`src/rtl/swTracePkg.sv`:
```
package swTracePkg;

  typedef enum logic {
    KIND_EVENT    = 1'b0,
    KIND_OVERFLOW = 1'b1
  } pktKindT;

  // strobes issued by control to the datapath each cycle
  typedef struct packed {
    logic pushRec;   // queue an overflow record
    logic pushEvt;   // queue the trace event (after the record if both)
    logic dropInc;   // one event lost this cycle
    logic dropClr;   // drop count consumed by a record
    logic pop;       // head accepted by the network
  } traceStrobesT;

endpackage

```
`src/rtl/swTraceCtrl.sv`:
```
module swTraceCtrl
  import swTracePkg::*;
#(
  parameter int DEPTH    = 4,
  parameter int CNT_W    = 3,
  parameter logic [11:0] CSR_ADDR = 12'h8F0
) (
  input  logic             csrWrEn,
  input  logic [11:0]      csrWrAddr,
  input  logic [CNT_W-1:0] fillCount,
  input  logic             dropPend,
  input  logic             outReady,
  output logic             evtHit,
  output traceStrobesT     strb
);

  logic [CNT_W-1:0] freeSlots;
  logic             hasOne;
  logic             hasTwo;

  assign evtHit    = csrWrEn && (csrWrAddr == CSR_ADDR);
  assign freeSlots = CNT_W'(DEPTH) - fillCount;
  assign hasOne    = freeSlots != '0;
  assign hasTwo    = freeSlots >= CNT_W'(2);

  always_comb begin
    strb         = '0;
    strb.pop     = (fillCount != '0) && outReady;
    if (evtHit) begin
      if (dropPend) begin
        if (hasTwo) begin
          strb.pushRec = 1'b1;
          strb.pushEvt = 1'b1;
          strb.dropClr = 1'b1;
        end else if (hasOne) begin
          strb.pushRec = 1'b1;
          strb.dropClr = 1'b1;
          strb.dropInc = 1'b1;
        end else begin
          strb.dropInc = 1'b1;
        end
      end else if (hasOne) begin
        strb.pushEvt = 1'b1;
      end else begin
        strb.dropInc = 1'b1;
      end
    end else if (dropPend && hasOne) begin
      strb.pushRec = 1'b1;
      strb.dropClr = 1'b1;
    end
  end

endmodule

```
`src/rtl/swTraceDatapath.sv`:
```
module swTraceDatapath
  import swTracePkg::*;
#(
  parameter int DEPTH  = 4,
  parameter int VAL_W  = 64,
  parameter int ID_W   = 16,
  parameter int TS_W   = 32,
  parameter int DROP_W = 16,
  parameter int A0_IDX = 10,
  parameter int CNT_W  = 3,
  parameter int PTR_W  = 2
) (
  input  logic              clk,
  input  logic              rstN,
  input  logic              regWrEn,
  input  logic [4:0]        regWrAddr,
  input  logic [VAL_W-1:0]  regWrData,
  input  logic [ID_W-1:0]   evtId,
  input  traceStrobesT      strb,
  output logic [CNT_W-1:0]  fillCount,
  output logic [DROP_W-1:0] dropCount,
  output logic              dropPend,
  output logic              outValid,
  output pktKindT           outKind,
  output logic [ID_W-1:0]   outId,
  output logic [VAL_W-1:0]  outValue,
  output logic [TS_W-1:0]   outStamp
);

  logic [VAL_W-1:0] a0Q;
  logic [TS_W-1:0]  stampNow;
  logic [PTR_W-1:0] wrPtr;
  logic [PTR_W-1:0] rdPtr;
  logic [PTR_W-1:0] evtPtr;

  pktKindT          kindMem  [DEPTH];
  logic [ID_W-1:0]  idMem    [DEPTH];
  logic [VAL_W-1:0] valMem   [DEPTH];
  logic [TS_W-1:0]  stampMem [DEPTH];

  // shadow of a0
  always_ff @(posedge clk) begin
    if (!rstN)                                          a0Q <= '0;
    else if (regWrEn && regWrAddr == 5'(A0_IDX))        a0Q <= regWrData;
  end

  // free-running cycle stamp
  always_ff @(posedge clk) begin
    if (!rstN) stampNow <= '0;
    else       stampNow <= stampNow + TS_W'(1);
  end

  // saturating drop counter
  always_ff @(posedge clk) begin
    if (!rstN)
      dropCount <= '0;
    else if (strb.dropClr)
      dropCount <= strb.dropInc ? DROP_W'(1) : '0;
    else if (strb.dropInc && dropCount != '1)
      dropCount <= dropCount + DROP_W'(1);
  end

  assign dropPend = dropCount != '0;
  assign evtPtr   = wrPtr + PTR_W'(strb.pushRec);

  // queue storage
  always_ff @(posedge clk) begin
    if (strb.pushRec) begin
      kindMem[wrPtr]  <= KIND_OVERFLOW;
      idMem[wrPtr]    <= '0;
      valMem[wrPtr]   <= VAL_W'(dropCount);
      stampMem[wrPtr] <= stampNow;
    end
    if (strb.pushEvt) begin
      kindMem[evtPtr]  <= KIND_EVENT;
      idMem[evtPtr]    <= evtId;
      valMem[evtPtr]   <= a0Q;
      stampMem[evtPtr] <= stampNow;
    end
  end

  // queue pointers and occupancy
  always_ff @(posedge clk) begin
    if (!rstN) begin
      wrPtr     <= '0;
      rdPtr     <= '0;
      fillCount <= '0;
    end else begin
      wrPtr     <= wrPtr + PTR_W'(strb.pushRec) + PTR_W'(strb.pushEvt);
      rdPtr     <= rdPtr + PTR_W'(strb.pop);
      fillCount <= fillCount + CNT_W'(strb.pushRec) + CNT_W'(strb.pushEvt)
                   - CNT_W'(strb.pop);
    end
  end

  assign outValid = fillCount != '0;
  assign outKind  = kindMem[rdPtr];
  assign outId    = idMem[rdPtr];
  assign outValue = valMem[rdPtr];
  assign outStamp = stampMem[rdPtr];

endmodule

```
`src/rtl/swTraceGen.sv`:
```
module swTraceGen
  import swTracePkg::*;
#(
  parameter int DEPTH  = 4,
  parameter int DROP_W = 16,
  parameter int A0_IDX = 10,
  parameter logic [11:0] CSR_ADDR = 12'h8F0
) (
  input  logic        clk,
  input  logic        rstN,
  input  logic        regWrEn,
  input  logic [4:0]  regWrAddr,
  input  logic [63:0] regWrData,
  input  logic        csrWrEn,
  input  logic [11:0] csrWrAddr,
  input  logic [63:0] csrWrData,
  output logic        outValid,
  input  logic        outReady,
  output logic        outKind,
  output logic [15:0] outId,
  output logic [63:0] outValue,
  output logic [31:0] outStamp
);

  localparam int VAL_W = 64;
  localparam int ID_W  = 16;
  localparam int TS_W  = 32;
  localparam int CNT_W = $clog2(DEPTH + 1);
  localparam int PTR_W = $clog2(DEPTH);

  traceStrobesT      strb;
  logic              evtHit;
  logic              dropPend;
  logic [CNT_W-1:0]  fillCount;
  logic [DROP_W-1:0] dropCount;
  pktKindT           headKind;

  swTraceCtrl #(
    .DEPTH(DEPTH), .CNT_W(CNT_W), .CSR_ADDR(CSR_ADDR)
  ) u_ctrl (
    .csrWrEn(csrWrEn), .csrWrAddr(csrWrAddr), .fillCount(fillCount),
    .dropPend(dropPend), .outReady(outReady), .evtHit(evtHit), .strb(strb)
  );

  swTraceDatapath #(
    .DEPTH(DEPTH), .VAL_W(VAL_W), .ID_W(ID_W), .TS_W(TS_W),
    .DROP_W(DROP_W), .A0_IDX(A0_IDX), .CNT_W(CNT_W), .PTR_W(PTR_W)
  ) u_dp (
    .clk(clk), .rstN(rstN), .regWrEn(regWrEn), .regWrAddr(regWrAddr),
    .regWrData(regWrData), .evtId(csrWrData[ID_W-1:0]), .strb(strb),
    .fillCount(fillCount), .dropCount(dropCount), .dropPend(dropPend),
    .outValid(outValid), .outKind(headKind), .outId(outId),
    .outValue(outValue), .outStamp(outStamp)
  );

  assign outKind = headKind;

endmodule

```
`config.mk`:
```
export PLATFORM = sky130hd
export DESIGN_NAME = swTraceGen
export DESIGN_NICKNAME = d
export VERILOG_FILES = /design/src/rtl/swTracePkg.sv /design/src/rtl/swTraceCtrl.sv /design/src/rtl/swTraceDatapath.sv /design/src/rtl/swTraceGen.sv
export SDC_FILE = /design/constraint.sdc
export NUM_CORES = 1
export LEC_CHECK = 0
export ABC_AREA = 1
export BUFFER_PORTS_ARGS = -buffer_cell sky130_fd_sc_hd__buf_4
export CAP_MARGIN = 20
export CORE_ASPECT_RATIO = 0.75
export CORE_MARGIN = 4
export CORE_UTILIZATION = 33
export DETAILED_ROUTE_END_ITERATION = 16
export PLACE_DENSITY = 0.54
export SYNTH_ARGS = -nofsm -noshare
export SYNTH_HDL_FRONTEND = slang
export SYNTH_HIERARCHICAL = 1
export SYNTH_SLANG_ARGS = --single-unit
```
`constraint.sdc`:
```
create_clock -name clk -period 6.95 [get_ports clk]
set_input_delay 0.3475 -clock clk [delete_from_list [all_inputs] [get_ports clk]]
set_output_delay 0.3475 -clock clk [all_outputs]
set_load 0.01 [all_outputs]
```
==> results of run 1 <==
worst paths after layout:
path | startpoint | to | slack [ns] | cells past startpoint
setup / recovery | u_dp/dropCount[0] | u_dp/stampMem[3][21] | 2.49 | 15
hold / removal | regWrData[14] | u_dp/a0Q[14] | 0.03 | 3
setup reg to reg | u_dp/dropCount[0] | u_dp/stampMem[3][21] | 2.49 | 15
hold reg to reg | u_dp/kindMem[2] | u_dp/kindMem[2] | 0.49 | 2
layout by cell type (no fill, tap or decap), types with 7 or more instances in the layout:
| cell type | count |
|---|---|
| sky130_fd_sc_hd__buf_4 | 234 |
| sky130_fd_sc_hd__ha_1 | 11 |
| sky130_fd_sc_hd__clkbuf_8 | 8 |
| sky130_fd_sc_hd__clkbuf_16 | 63 |
| sky130_fd_sc_hd__nor3_1 | 8 |
| sky130_fd_sc_hd__nand2_4 | 11 |
| sky130_fd_sc_hd__dlygate4sd3_1 | 30 |
| sky130_fd_sc_hd__bufinv_16 | 7 |
| sky130_fd_sc_hd__o21ai_0 | 376 |
| sky130_fd_sc_hd__a21oi_1 | 94 |
| sky130_fd_sc_hd__o22ai_1 | 113 |
| sky130_fd_sc_hd__nand2_1 | 195 |
| sky130_fd_sc_hd__dfxtp_1 | 121 |
| sky130_fd_sc_hd__inv_1 | 151 |
| sky130_fd_sc_hd__nand3b_1 | 9 |
| sky130_fd_sc_hd__clkbuf_1 | 20 |
| sky130_fd_sc_hd__nand3_1 | 36 |
| sky130_fd_sc_hd__nor2_1 | 570 |
| sky130_fd_sc_hd__clkinv_2 | 10 |
| sky130_fd_sc_hd__xor2_1 | 10 |
| sky130_fd_sc_hd__edfxtp_1 | 448 |
per-layer routing:
metal  routed length [µm]  GRT usage, %  vias up
li1                     -             -     8432
met1                29610         22.48     8589
met2                31930         28.22      475
met3                 3756         2.531       79
met4                 1447         4.350        0
met5                    0             0        -
final cells by class:
| type | instances | share of cell area [%] |
|---|---|---|
| clock buffers | 91 | 6.111 |
| well taps | 957 | 4.154 |
| inverters | 156 | 2.053 |
| clock inverters | 20 | 0.9983 |
| repair buffers | 268 | 7.465 |
| flip-flops and latches | 571 | 55.23 |
| multi-input cells | 1472 | 23.98 |
critical path: cells and delay by family (launching register included):
kind | cells | cell delay [ns]
and+or+nand+nor | 9 | 1.91
buffers and inverters | 4 | 1.13
adders and majority gates | 2 | 0.57
DFF | 1 | 0.40
registers in the layout (all words and copies together), names as in the netlist:
signal	flops
u_dp/valMem	256
u_dp/stampMem	128
u_dp/a0Q	64
u_dp/idMem	64
u_dp/stampNow	32
u_dp/dropCount	16
u_dp/kindMem	4
u_dp/fillCount	3
u_dp/rdPtr	2
u_dp/wrPtr	2
power groups by stage:
| stage | clock (mW) | sequential [mW] | combinational (mW) |
|---|---|---|---|
| floorplan | 0 | 4.53 | 1.59 |
| global placement | 0 | 4.52 | 3.04 |
| detailed placement | 0 | 4.54 | 3.08 |
| CTS | 3.40 | 4.46 | 3.10 |
| global route | 3.54 | 4.51 | 3.30 |
| finish | 3.31 | 4.46 | 3.01 |
what timing repair did:
| item | 4_1_cts | 5_1_grt |
|---|---|---|
| hold buffers | 30 | 0 |
| setup endpoints to repair | 0 | 0 |
| hold endpoints to repair | 30 | 0 |
==> impl_metrics.py, run 1 <==
metrics = {
    "finish": {
        "non_filler_instances": 3535,
        "flow.area_growth_from_synthesis_pct": 19.49,
        "layout-drive-gt1-share_pct": 14.12,
        "layout.cell_area.non_filler_um2": 28830,
        "net_total_in_the_final_layout": 2692,
        "final-seq-area_um2": 15920,
        "multi_input_area_um2": 6914,
        "fin_util_pct": 39.98,
        "filler_cell_count": 7053,
        "antenna_diode_count": 0,
    },
    "critical_path": {
        "crit_path_top_delay_cell": "sky130_fd_sc_hd__buf_4",
        "worst_setup_path_end_kind": "flop",
        "startpoint_class": "flop",
        "cp_data_required_time_ns": 7.17,
        "worst-setup-path-type": "flop to flop",
        "cpPeakStageDelay_ns": 0.80,
        "critPathMaxFanout": 49,
        "arrival_ns": 4.68,
        "worstPathCellList": "inv_1, ha_1, nand3_1, nor4_1, nand3_1, nand2_1, inv_1, nand3_1, nand2_1, ha_1, nand2_1, inv_1, nand2_4, nand2_4, buf_4",
    },
    "floorplanning": {
        "floorplan.die_area_um2": 77540,
        "initial_utilization_pct": 33.46,
        "std_cell_rows": 85,
        "io_pins": 264,
        "floorplan.die.width_um": 320.2,
        "core_area_um2": 72110,
        "chipHeight_um": 242.2,
    },
    "route": {
        "route.detailed.wl_per_inst_um": 18.88,
        "remaining_drc_errors": 0,
        "firstDrtPassIters": 5,
        "detailroute.via_count": 17580,
        "detail_route.vias_per_cell": 4.972,
        "drtIter0Drc": 1435,
        "ant_nets": 0,
        "routed_wl_um": 66740,
    },
    "global_routing": {
        "vias_in_the_first_global_route": 17110,
        "antenna_found_initial": 0,
        "grt_use_total_pct": 16.69,
        "grt_start_max_net_pins": 136,
        "aggregate_global_routing_overflow": 0,
        "grt_first_pass_wirelength_um": 101700,
    },
    "pwr": {
        "combinational_share_of_power_pct": 27.9,
        "power_density_nw_per_um2": 374.0,
        "static-leakage-power_nw": 9.510,
        "switching_component_of_the_power_mw": 3.438,
        "switching_share_pct": 31.88,
        "clk_pwr_share_pct": 30.7,
        "power.sequential.fraction_pct": 41.4,
        "total_power_mw": 10.78,
        "ir_drop_mv": 0.4250,
        "intPower_mw": 7.345,
    },
    "logic_synthesis": {
        "syn-instance-count": 2357,
        "syn_avg_cell_area_um2": 10.24,
        "synth_fp_nets": 2520,
        "synthesis.yosys.warnings": 6,
        "mappedNetlistArea_um2": 24130,
    },
    "timing": {
        "count_of_endpoints_failing_hold_in_the_final_timing_report": 0,
        "worst-slew-pin-transition_ns": 1.014,
        "timing.final.setup_violations": 0,
        "timing.clock.skew_ns": 0.03114,
        "fin_worst_hold_slack_ns": 0.03212,
        "rsz_0062_raised_after_global_routing": "no",
        "maxClockFrequency_mhz": 224.2,
        "setup_total_negative_slack_ns": 0,
        "period_utilization_post_route_pct": 64.17,
        "timing.final.max_slew_violations": 0,
        "final.setup.worst_slack_ns": 2.490,
        "final.min_clock_period_ns": 4.460,
        "max-slew-margin-rel_pct": 32.42,
    },
    "cts": {
        "cts_htree_levels": 2,
        "worst_skew_pair.late_latency_ns": 0.62,
        "cts_root_buf": "sky130_fd_sc_hd__clkbuf_16",
        "clk_path_buf_depth": 3,
        "cts_repair_resize_count": 0,
        "post-cts-setup-buffers": 0,
        "tritoncts": "built",
        "cts.reportedPaths.clkPinSlew_ns": 0.06,
        "numCtsBuffers": 60,
        "cts_num_sinks": 571,
    },
    "job": {
        "max-cap-violations": 0,
    },
    "placement": {
        "postPlaceCellArea_um2": 26480,
        "dpl.cell_count": 3394,
        "place_congestion": 0.8128,
        "io_buffers": 215,
        "place.detailed.hpwl_um": 37200,
        "setup_slack_after_placement_ns": 2.440,
    },
    "hold_path": {
        "timing.hold.worst.class": "primary input to flop",
    },
    "outcome": {
        "outcome": "finished clean",
    },
}
(Power assumes the default switching activity.)
==> run 2, diff against run 1 <==
Clock period 6.95 ns to 4.3 ns, I/O delays scaled along.
==> run 2 against run 1 <==
First-iteration DRC count decreased by 15%; sequential power grew 62%; design area rose by 2.7%; combinational power increased by 68%; via count up 1.5%; clock skew is 0.0027 ns lower; critical path depth fell by 10; critical endpoint is now outStamp[11]; highest routed layer unchanged; routed wire length increased by 2.3%; sequential cell count is the same; critical path type is now flop to output pin; power grew 64%; sequential share of layout area decreased by 1.5 points; register-to-register slack worse by 1.6 ns.
==> impl_metrics.py, run 2 (synthesis results as in run 1) <==
metrics = {
    "outcome": {
        "outcome": "finished clean",
    },
    "finish": {
        "largest_register": "u_dp/valMem",
        "final_common_cell": "sky130_fd_sc_hd__nor2_1",
        "layout.cell_area.non_filler_um2": 29610,
        "reg_top3": "u_dp/valMem x256, u_dp/stampMem x128",
        "filler_cell_count": 6929,
        "layout-drive-gt1-share_pct": 14.14,
        "net_total_in_the_final_layout": 2757,
        "fin_util_pct": 41.07,
        "largest_register_ffs": 256,
        "flow.area_growth_from_synthesis_pct": 22.74,
        "non_filler_instances": 3603,
        "final_cell_mix": "570 x sky130_fd_sc_hd__nor2_1, 448 x sky130_fd_sc_hd__edfxtp_1, 376 x sky130_fd_sc_hd__o21ai_0, 230 x sky130_fd_sc_hd__buf_4, 195 x sky130_fd_sc_hd__nand2_1",
    },
    "timing": {
        "setup_total_negative_slack_ns": 0,
        "maxClockFrequency_mhz": 283.3,
        "count_of_endpoints_failing_hold_in_the_final_timing_report": 0,
        "final.min_clock_period_ns": 3.529,
        "timing.final.max_slew_violations": 0,
        "worst-slew-pin-transition_ns": 0.9894,
        "timing.clock.skew_ns": 0.02840,
        "max-slew-margin-rel_pct": 34.04,
        "timing.final.setup_violations": 0,
        "rsz_0062_raised_after_global_routing": "no",
        "period_utilization_post_route_pct": 82.08,
    },
    "cts": {
        "postCtsHoldBufs": 89,
        "cts.reportedPaths.clkPinSlew_ns": 0.06,
        "cts_htree_levels": 2,
        "tritoncts": "built",
        "cts_root_buf": "sky130_fd_sc_hd__clkbuf_16",
        "cts_repair_resize_count": 0,
        "post-cts-setup-buffers": 0,
        "cts_num_sinks": 571,
        "clk_path_buf_depth": 3,
        "numCtsBuffers": 59,
        "worst_skew_pair.late_latency_ns": 0.62,
    },
    "critical_path": {
        "worst-setup-path-type": "flop to output pin",
        "reg2reg_from": "u_dp/dropCount[0]",
        "crit_path_top_delay_cell": "sky130_fd_sc_hd__clkinv_2",
        "ff2ff_setup_slack_ns": 0.92,
        "startpoint_class": "flop",
        "worst_r2r_endpoint": "u_dp/idMem[0][10]",
        "r2r.worst_path.cells": 13,
        "worstPathCellList": "clkinv_2, buf_4, o21ai_0, o22ai_1, buf_4",
        "cp_data_required_time_ns": 4.09,
        "worst_setup_path_end_kind": "output pin",
        "cp_common_cell": "sky130_fd_sc_hd__buf_4",
        "arrival_ns": 3.31,
        "cpPeakStageDelay_ns": 0.85,
        "critPathMaxFanout": 46,
    },
    "placement": {
        "place.detailed.hpwl_um": 37340,
        "place_congestion": 0.8246,
        "postPlaceCellArea_um2": 26650,
        "io_buffers": 215,
        "dpl.cell_count": 3401,
    },
    "pwr": {
        "power_density_nw_per_um2": 595.7,
        "static-leakage-power_nw": 9.827,
        "ir_drop_mv": 0.3679,
    },
    "hold_path": {
        "timing.hold.worst.class": "primary input to flop",
        "worstHoldPathCells": 3,
        "hold_wc_startpoint": "regWrData[15]",
        "holdPathEnd": "u_dp/a0Q[15]",
    },
    "floorplanning": {
        "floorplan.die_area_um2": 77540,
        "floorplan.die.width_um": 320.2,
        "std_cell_rows": 85,
        "chipHeight_um": 242.2,
        "initial_utilization_pct": 33.46,
        "io_pins": 264,
        "core_area_um2": 72110,
    },
    "global_routing": {
        "aggregate_global_routing_overflow": 0,
        "grt_use_met2_pct": 28.39,
        "antenna_found_initial": 1,
        "global_route.peak_usage_layer": "met2",
        "grt_start_max_net_pins": 188,
        "globalRouteMet1Util_pct": 23.43,
        "globalRouteMet3Util_pct": 2.405,
        "grt_use_total_pct": 17.08,
        "grt_first_pass_wirelength_um": 103400,
        "vias_in_the_first_global_route": 17470,
    },
    "job": {
        "max-cap-violations": 0,
    },
    "route": {
        "ant_nets": 0,
        "remaining_drc_errors": 0,
        "routed_wl_um": 68270,
        "detailroute.via_count": 17840,
        "detail_route.vias_per_cell": 4.951,
        "drtIter0Drc": 1226,
        "route.detailed.wl_per_inst_um": 18.95,
        "firstDrtPassIters": 5,
    },
}
-- run 2: layout make-up --
type / count / area (µm²) / area share [%]
inverters: 156 / 591.8 / 1.999
diodes: 1 / 2.502 / 0.008451
flip-flops and latches: 571 / 15920 / 53.77
repair buffers: 334 / 2918 / 9.853
clock buffers: 86 / 1688 / 5.700
well taps: 957 / 1197 / 4.044
clock inverters: 26 / 377.9 / 1.276
multi-input cells: 1472 / 6914 / 23.35
-- run 2: worst max-delay path by stage --
stage	from	slack, ns	end
final	u_dp/rdPtr[1]	0.77	outStamp[11]
after floorplan	u_dp/dropCount[0]	0.09	u_dp/idMem[0][0]
after CTS	u_dp/rdPtr[1]	0.70	outStamp[11]
after detailed placement	u_dp/dropCount[0]	0.93	u_dp/idMem[0][11]
after global routing	u_dp/dropCount[0]	0.63	u_dp/idMem[0][10]
after global placement	u_dp/dropCount[0]	0.85	u_dp/idMem[0][11]
-- run 2: critical path: cells and delay by family, from the launching register on --
kind            cells  cell delay [ns]
compound gates      2             0.32
flops               1             0.79
buf+inv             3             1.56
-- run 2: per-layer routing --
| layer | vias up | wire [µm] |
|---|---|---|
| li1 | 8577 | - |
| met1 | 8743 | 30770 |
| met2 | 434 | 32430 |
| met3 | 83 | 3491 |
| met4 | 0 | 1566 |
| met5 | - | 0 |
-- run 2: report_power, final --
part | internal (mW) | leakage (nW) | switching (mW)
Clock | 3.21 | 1.00 | 2.17
Combinational | 1.84 | 3.97 | 3.20
Sequential | 6.92 | 4.85 | 0.287
Total | 12.0 | 9.83 | 5.66
-- run 2: per-stage QoR --
| step | setup WS, ns | power, mW | hold slack, ns |
|---|---|---|---|
| final | 0.7707 | 17.64 | 0.07622 |
| after global routing | 0.6269 | 18.57 | 0.07098 |
| after CTS | 0.7005 | 17.95 | 0.01014 |
| after detailed placement | 0.9258 | 12.44 | 0.4617 |
| after global placement | 0.8482 | 12.38 | 0.4605 |
| after floorplan | 0.09457 | 9.815 | 0.4083 |
